### src/rtl/oc_guard_pkg.sv
package oc_guard_pkg;

    localparam int LVL_W     = 14;
    localparam int OL_BASE   = 50;
    localparam int OL_STEP   = 5;
    localparam int OL_HYST   = 10;
    localparam int SC_BASE   = 100;
    localparam int SC_STEP   = 25;
    localparam int SC_HYST   = 50;
    localparam int NUM_DET   = 3;

    typedef logic signed [LVL_W-1:0] lvl_t;

    // bit 2 overload, bit 1 charge short, bit 0 discharge short
    typedef struct packed {
        logic ol;
        logic sc_chg;
        logic sc_dsg;
    } flt_t;

    function automatic lvl_t ol_thr(input logic [4:0] code);
        return lvl_t'(OL_BASE + OL_STEP * int'(code));
    endfunction

    function automatic lvl_t sc_thr(input logic [3:0] code);
        return lvl_t'(SC_BASE + SC_STEP * int'(code));
    endfunction

endpackage

### src/rtl/oc_delay_qual.sv
module oc_delay_qual
    import oc_guard_pkg::*;
#(
    parameter int CNT_W  = 10,
    parameter bit STRICT = 1'b0
) (
    input  logic             clk,
    input  logic             rst,
    input  logic             en,
    input  logic             tick,
    input  lvl_t             level,
    input  lvl_t             thr,
    input  lvl_t             hyst,
    input  logic [CNT_W-1:0] dly,
    output logic             fire
);

    logic             active_q;
    logic [CNT_W-1:0] cnt_q;
    logic             over;
    logic             hold;
    logic             engaged;
    lvl_t             floor_lvl;

    // the comparison kind is picked per instance
    generate
        if (STRICT) begin : g_gt
            assign over = (level > thr);
        end else begin : g_ge
            assign over = (level >= thr);
        end
    endgenerate

    always_comb begin
        floor_lvl = thr - hyst;
        hold      = (level >= floor_lvl);
        engaged   = en && hold && (active_q || over);
        fire      = engaged && (cnt_q >= dly);
    end

    always_ff @(posedge clk) begin
        if (rst || !engaged) begin
            active_q <= 1'b0;
            cnt_q    <= '0;
        end else begin
            active_q <= 1'b1;
            if (tick && (cnt_q < dly)) begin
                cnt_q <= cnt_q + 1'b1;
            end
        end
    end

endmodule

### src/rtl/oc_fault_latch.sv
module oc_fault_latch
    import oc_guard_pkg::*;
(
    input  logic clk,
    input  logic rst,
    input  logic clr,
    input  flt_t fire,
    output flt_t stat
);

    logic               clr_q;
    logic               clr_fall;
    logic [NUM_DET-1:0] keep_v;

    assign clr_fall = clr_q & ~clr;
    assign keep_v   = clr_fall ? '0 : stat;

    always_ff @(posedge clk) begin
        if (rst) begin
            clr_q <= 1'b0;
            stat  <= '0;
        end else begin
            clr_q <= clr;
            // a qualifying fault wins over the clear
            stat  <= flt_t'(keep_v | fire);
        end
    end

endmodule

### src/rtl/oc_fault_guard.sv
module oc_fault_guard
    import oc_guard_pkg::*;
#(
    parameter int SENSE_W           = 12,
    parameter int TICKS_PER_MS      = 32,
    parameter int SC_TICKS_PER_STEP = 2
) (
    input  logic                      clk,
    input  logic                      rst,
    input  logic                      slow_tick,
    input  logic signed [SENSE_W-1:0] sense_mv,
    input  logic [4:0]                ol_thr_sel,
    input  logic [3:0]                ol_dly_sel,
    input  logic [3:0]                scd_thr_sel,
    input  logic [3:0]                scd_dly_sel,
    input  logic [3:0]                scc_thr_sel,
    input  logic [3:0]                scc_dly_sel,
    input  logic                      ol_off,
    input  logic                      scd_off,
    input  logic                      scc_off,
    input  logic                      host_dsg_on,
    input  logic                      host_chg_on,
    input  logic                      host_zv_off,
    input  logic                      flt_clr,
    output logic                      dsg_en,
    output logic                      chg_en,
    output logic                      zvchg_en,
    output logic [2:0]                status,
    output logic                      alert_n
);

    localparam int OL_MAX  = TICKS_PER_MS * 31;
    localparam int SC_MAX  = SC_TICKS_PER_STEP * 15;
    localparam int DLY_MAX = (OL_MAX > SC_MAX) ? OL_MAX : SC_MAX;
    localparam int CNT_W   = $clog2(DLY_MAX + 1);
    localparam int OL_IDX  = 2;

    lvl_t             lvl_dsg;
    lvl_t             lvl_a  [NUM_DET];
    lvl_t             thr_a  [NUM_DET];
    lvl_t             hyst_a [NUM_DET];
    logic [CNT_W-1:0] dly_a  [NUM_DET];
    logic             en_a   [NUM_DET];
    logic [NUM_DET-1:0] fire_v;
    flt_t             stat;
    logic             faulted;

    always_comb begin
        lvl_dsg    = lvl_t'(sense_mv);
        // discharge short circuit
        lvl_a[0]   = lvl_dsg;
        thr_a[0]   = sc_thr(scd_thr_sel);
        hyst_a[0]  = lvl_t'(SC_HYST);
        dly_a[0]   = CNT_W'(SC_TICKS_PER_STEP * int'(scd_dly_sel));
        en_a[0]    = !scd_off;
        // charge short circuit, magnitude of negative sense
        lvl_a[1]   = -lvl_dsg;
        thr_a[1]   = sc_thr(scc_thr_sel);
        hyst_a[1]  = lvl_t'(SC_HYST);
        dly_a[1]   = CNT_W'(SC_TICKS_PER_STEP * int'(scc_dly_sel));
        en_a[1]    = !scc_off;
        // overload, discharge only
        lvl_a[2]   = lvl_dsg;
        thr_a[2]   = ol_thr(ol_thr_sel);
        hyst_a[2]  = lvl_t'(OL_HYST);
        dly_a[2]   = CNT_W'(TICKS_PER_MS * (1 + 2 * int'(ol_dly_sel)));
        en_a[2]    = !ol_off;
    end

    generate
        for (genvar i = 0; i < NUM_DET; i++) begin : g_det
            oc_delay_qual #(
                .CNT_W  (CNT_W),
                .STRICT (i == OL_IDX)
            ) u_qual (
                .clk   (clk),
                .rst   (rst),
                .en    (en_a[i]),
                .tick  (slow_tick),
                .level (lvl_a[i]),
                .thr   (thr_a[i]),
                .hyst  (hyst_a[i]),
                .dly   (dly_a[i]),
                .fire  (fire_v[i])
            );
        end
    endgenerate

    oc_fault_latch u_latch (
        .clk  (clk),
        .rst  (rst),
        .clr  (flt_clr),
        .fire (flt_t'(fire_v)),
        .stat (stat)
    );

    assign faulted  = |stat;
    assign status   = stat;
    assign alert_n  = ~faulted;
    assign dsg_en   = host_dsg_on & ~faulted;
    assign chg_en   = host_chg_on & ~faulted;
    assign zvchg_en = ~host_zv_off & ~faulted;

endmodule

### config.mk
export PLATFORM = sky130hd
export DESIGN_NAME = oc_fault_guard
export DESIGN_NICKNAME = d
export VERILOG_FILES = /design/src/rtl/oc_guard_pkg.sv /design/src/rtl/oc_delay_qual.sv /design/src/rtl/oc_fault_latch.sv /design/src/rtl/oc_fault_guard.sv
export SDC_FILE = /design/constraint.sdc
export NUM_CORES = 1
export LEC_CHECK = 0
export ABC_CLOCK_PERIOD_IN_PS = 5730
export BUFFER_PORTS_ARGS = -buffer_cell sky130_fd_sc_hd__buf_4
export CAP_MARGIN = 20
export CORE_ASPECT_RATIO = 0.75
export CORE_MARGIN = 4
export CORE_UTILIZATION = 35
export DETAILED_ROUTE_END_ITERATION = 16
export PLACE_DENSITY = 0.56
export SYNTH_ARGS = -nofsm -noshare
export SYNTH_HDL_FRONTEND = slang
export SYNTH_HIERARCHICAL = 1
export SYNTH_SLANG_ARGS = --single-unit
### constraint.sdc
create_clock -name clk -period 5.73 [get_ports clk]
set_clock_uncertainty 0.15 [all_clocks]
set_input_delay 0.8595 -clock clk [delete_from_list [all_inputs] [get_ports clk]]
set_output_delay 0.8595 -clock clk [all_outputs]
set_load 0.02 [all_outputs]
# Word-level counts from Yosys, hierarchy flattened
# Index checks and enable logic that the tools add are counted.
# totals
mem_bits_rw	0
wordCells	73
rom_bits	0
mem_count	0
inputBits	47
register_bits	37
out_inout_bits	7
latchBits	0
# op_classes
eq_ne	0
add_sub_neg	11
muxes	4
bitwise	8
div_mod_pow	0
order_cmp	12
multipliers	3
shift	0
n_reduce_logical	25
# op_table
cell	count
$add A10 B1 Y10 const B	3
$ge A12 B11 Y1	2
$sub A10 B6 Y11 const B	2
$add A7 B9 Y10 const A	2
$ge A10 B5 Y1	2
$lt A10 B5 Y1	2
$mul A5 B4 Y9 const A	2
$ge A14 B11 Y1	1
$ge A14 B14 Y1	1
$neg A12 Y14	1
$ge A12 B10 Y1	1
$gt A12 B10 Y1	1
$logic_and A1 B1 Y1	12
$ge A10 B10 Y1	1
$lt A10 B10 Y1	1
$sub A9 B4 Y10 const B	1
$add A6 B8 Y9 const A	1
$mul A3 B5 Y8 const A	1
$logic_not A1 Y1	6
$logic_or A1 B1 Y1	6
$add A1 B5 Y5 const A	1
$and A1 B1 Y1	4
$mux W1	3
$mux W3	1
other kinds (3)	5

# Depth between registers and ports, before layout
# depth
ltp_word	9
ltp_mapped	24
mapped_depth_nobuf	24

# By module
# The synthesis kept the hierarchy.
# by_module_without_submodules
module	cells_each	n_inst	area_per_inst_um2	seq_area_each_um2
oc_delay_qual at g_det[0].u_qual ...	278	2	2157.1	220.2
oc_delay_qual at g_det[2].u_qual	300	1	2279.7	220.2
oc_fault_guard	132	1	1103.6	0.0
oc_fault_latch	15	1	143.9	80.1

# Worst setup path before layout
# OpenSTA, ideal clock, no wires.
# synth_timing
kind	input to register
from	in scc_thr_sel[2]
to	reg g_det[1].u_qual.cnt_q[0]
stages	22
arrival_ps	4929
setup_time_ps	117
slack_ps	533
t_required_ps	5463
n_path_buf	1
path_cell_list	inv_1 -> ha_1 -> xnor2_1 -> ha_1 -> ha_1 -> a21o_1 -> a21oi_1 -> xnor2_1 -> ha_1 -> a21oi_1 -> and2b_1 -> a2111oi_4 -> o21bai_2 -> xnor2_1 -> ha_1 -> nand4_1 -> o22ai_1 -> a311o_1 -> a21o_1 -> o211ai_1 -> buf_2 -> nor2_1
# synth_lines
element	line_no	text
from (decl)	oc_fault_guard.sv:16	input logic [3:0] scc_thr_sel,
to (signal assigned)	oc_delay_qual.sv:48	cnt_q <= cnt_q + 1'b1;
to (decl)	oc_delay_qual.sv:19	logic [CNT_W-1:0] cnt_q;

==> metrics <==
Clock Latency Late Sink 0.28 ns; total wire length 18200 um; Final Hold Viols 0; Critical Path Fanout Max 11; max_cap viols 0; CP startpoint kind primary input; IO buf count 53; number of routed nets with antenna violations 0; crit path DAT 5.41 ns; TritonCTS Sinks 37; worst reg2reg endpoint g_det[2].u_qual/cnt_q[8]; Yosys top cell area share 0.3096; CP required 5.74 ns; CTS Buffer Depth 2; RSZ-0062 raised after global routing false; met2 Resource Use GR 0.2217; r2r startpoint g_det[2].u_qual/cnt_q[4]; global-route wire length before repair 30830 um; Final setup viols 0; Die W approximately 180 um; busiest grt layer met1; io pins 54; outcome finished clean; Synth Flop Type dfxtp_1; grt met1 use 0.2264; GPL Wtd Cong 0.8236; worst-margin pin slew 0.7250 ns; WL per Instance around 13 um; dpl hpwl 15560 um; Root Buffer clkbuf_16; Resized cells post-CTS 0; largest net degree at the start of global routing 22; Rows 47; fin crit share 0.9427; Mapped Cells 1003; sequential share of the synthesized area 0.09446; number of global-route vias before repair 6436; share of post-route cells with drive strength above 1 0.09343; via count 7017; Core Region 0.02205 mm2; HP Start g_det[2].u_qual/cnt_q[9]; FF+latch count, synth 37; WHS Endpoint g_det[2].u_qual/cnt_q[9]; Hold Path Stages 2; die height 137.6 um; placed cell count about 1.4k; Post-synth EDFFs 0; Reg clk slew, reported paths 0.06 ns; initial DRC count around 360; DRC viols 0; PD cells 180.1 mW/mm2; Pins Over Slew Limit 0; R2R depth 7; die area 0.02489 mm2; cts bufs inserted 5; Post-Layout Cell Count 1450; Worst Path Class, Setup primary input to flop; GR Util All Layers 0.1453; top-count cell post-synth ha_1; Critical Path End Type flop; Max VDD drop 0.07624 mV; main area contributors after synthesis ha_1 (31%), dfxtp_1 (9.4%), inv_1 (8.2%), xnor2_1 (4.2%), a21oi_1 (3.6%); vias per cell 4.839; Max Fclk 0.1851 GHz; YS warnings 6; fin crit period 5.402 ns; gr ovfl total 0; Nets 1404; Mapped Area 0.007841 mm2; # diodes 0; post-CTS setup buffers 0; Async SR Flop Fraction 0; Hold Path Class flop to flop; GR met3 Demand/Resource 0.01531; Leak Pwr 4.404 nW; post-synth top area cell ha_1; Avg Inst Size Synth 7.818 um2; top post-synthesis cells by count ha_1 (194), inv_1 (172), nor2_1 (63), a21oi_1 (56), nand2_1 (45); setup_tns 0 ns; Area growth syn-to-layout 17.25%; Initial Util 0.3556; Hold-fix buffers, CTS 0; H-tree levels 2; TritonCTS clock tree yes; Yosys cell types slightly below 70; initial antenna violation count 0; R2R Setup Slk 3.28 ns; normalized max-slew margin 0.5125; DR pass1 iterations 5
-- logic make-up after synthesis --
family          after synthesis  share of synthesized area
buf+inv                     181                    0.08744
xor+xnor                     63                    0.07037
mux                           6                   0.007659
other cells                   2                  0.0009578
compound gates              221                     0.2057
simple gates                291                     0.2034
flops                        37                    0.09446
fa+ha+maj                   202                     0.3300
-- metrics by stage --
step | area [um2] | total power, mW | util | hold WS [ns] | setup WS (ns)
3_5_place_dp | 9022 | 1.324 | 0.4091 | 0.3351 | 0.04941
2_1_floorplan | 8168 | 1.064 | - | 0.3056 | 0.5335
3_3_place_gp | 9011 | 1.318 | 0.4086 | 0.3304 | 0.06089
4_1_cts | 9194 | 1.660 | 0.4169 | 0.3443 | 0.3380
5_1_grt | 9194 | 1.834 | 0.4169 | 0.3625 | 0.03600
6_report | 9194 | 1.656 | 0.4169 | 0.3417 | 0.3283
-- power by group --
part / switching [mW] / internal, mW
sequential: 0.00449 / 0.262
clock: 0.114 / 0.206
combinational: 0.593 / 0.476
-- cell type report --
| cell class | count | area [um2] |
|---|---|---|
| Clock buffer | 5 | 125.1 |
| Clock inverter | 3 | 46.29 |
| Inverter | 172 | 645.6 |
| Timing Repair Buffer | 67 | 519.2 |
| Multi-Input combinational cell | 872 | 6749 |
| Sequential cell | 37 | 740.7 |
| Tap cell | 294 | 367.9 |
| Fill cell | 2267 | 12860 |
-- state kept, by name, summed over array words and instances (netlist names) --
name,flops
u_latch/clr_q,1
g_det.u_qual/active_q,3
g_det.u_qual/cnt_q,30
u_latch/stat,3
-- cells in the final DEF (no fill, tap or decap), types with 4 or more instances in the layout --
cell type  synthesis  layout
a211oi_1          15      15
o311ai_0           5       5
conb_1             2      89
a21oi_1           56      56
o21ai_1            4       5
o221ai_1           4       4
fa_1               8       8
nor2_1            63      63
o31ai_1           16      16
nand3_1           20      20
o21ai_2            4       4
o31a_1             4       4
o22ai_1            6       6
nor3_1            24      24
or4_1             13      13
a21boi_0           4       4
mux2i_1            6       6
nand2b_1          20      20
a21o_1            14      14
o21bai_1           6       6
ha_1             194     194
o21ai_0           33      32
nand2_1           45      45
clkbuf_16          0       5
nor4_1            18      18
or2_2              4       4
o21a_1            10      10
and2_1             9       9
nand4_1           28      28
xor2_1            25      25
xnor2_1           38      38
and4_1             6       6
nor2b_1           12      12
o211ai_1           4       4
a2111oi_2          5       5
inv_1            172     172
buf_4              0      65
dfxtp_1           37      37
and3_1             8       8
-- how the worst max path moves through the flow --
stage | slack, ns | depth (start not counted) | to | from
final | 0.33 | 23 | g_det[0].u_qual/cnt_q[9] | scd_thr_sel[2]
after floorplan | 0.53 | 22 | g_det[1].u_qual/cnt_q[0] | scc_thr_sel[2]
after global placement | 0.06 | 23 | g_det[0].u_qual/cnt_q[5] | scd_thr_sel[2]
after CTS | 0.34 | 23 | g_det[0].u_qual/cnt_q[4] | scd_thr_sel[2]
after detailed placement | 0.05 | 23 | g_det[0].u_qual/cnt_q[9] | scd_thr_sel[2]
after global routing | 0.04 | 23 | u_latch/stat[1] | scc_thr_sel[2]
-- metal layers --
metal | wire length, um | share of wire | vias to the layer above
met5 | 0 | 0 | -
met4 | 64 | 0.0035 | 0
met3 | 445 | 0.024 | 5
met2 | 7338 | 0.40 | 77
met1 | 10350 | 0.57 | 3111
li1 | - | - | 3824
-- critical path, stage by stage --
cell	delay, ns
buf_4	0.13
inv_1	0.20
ha_1	0.28
xnor2_1	0.13
ha_1	0.30
inv_1	0.06
fa_1	0.45
xnor2_1	0.29
ha_1	0.34
a21o_1	0.19
a21oi_1	0.19
o21ai_0	0.12
a31o_2	0.25
nor4_1	0.17
nor3_1	0.09
ha_1	0.30
nand4_1	0.10
o22ai_1	0.09
a311o_1	0.32
a21o_1	0.18
o211ai_1	0.09
buf_4	0.21
a21oi_1	0.06
Note: power is estimated with default switching activity, not from simulation.
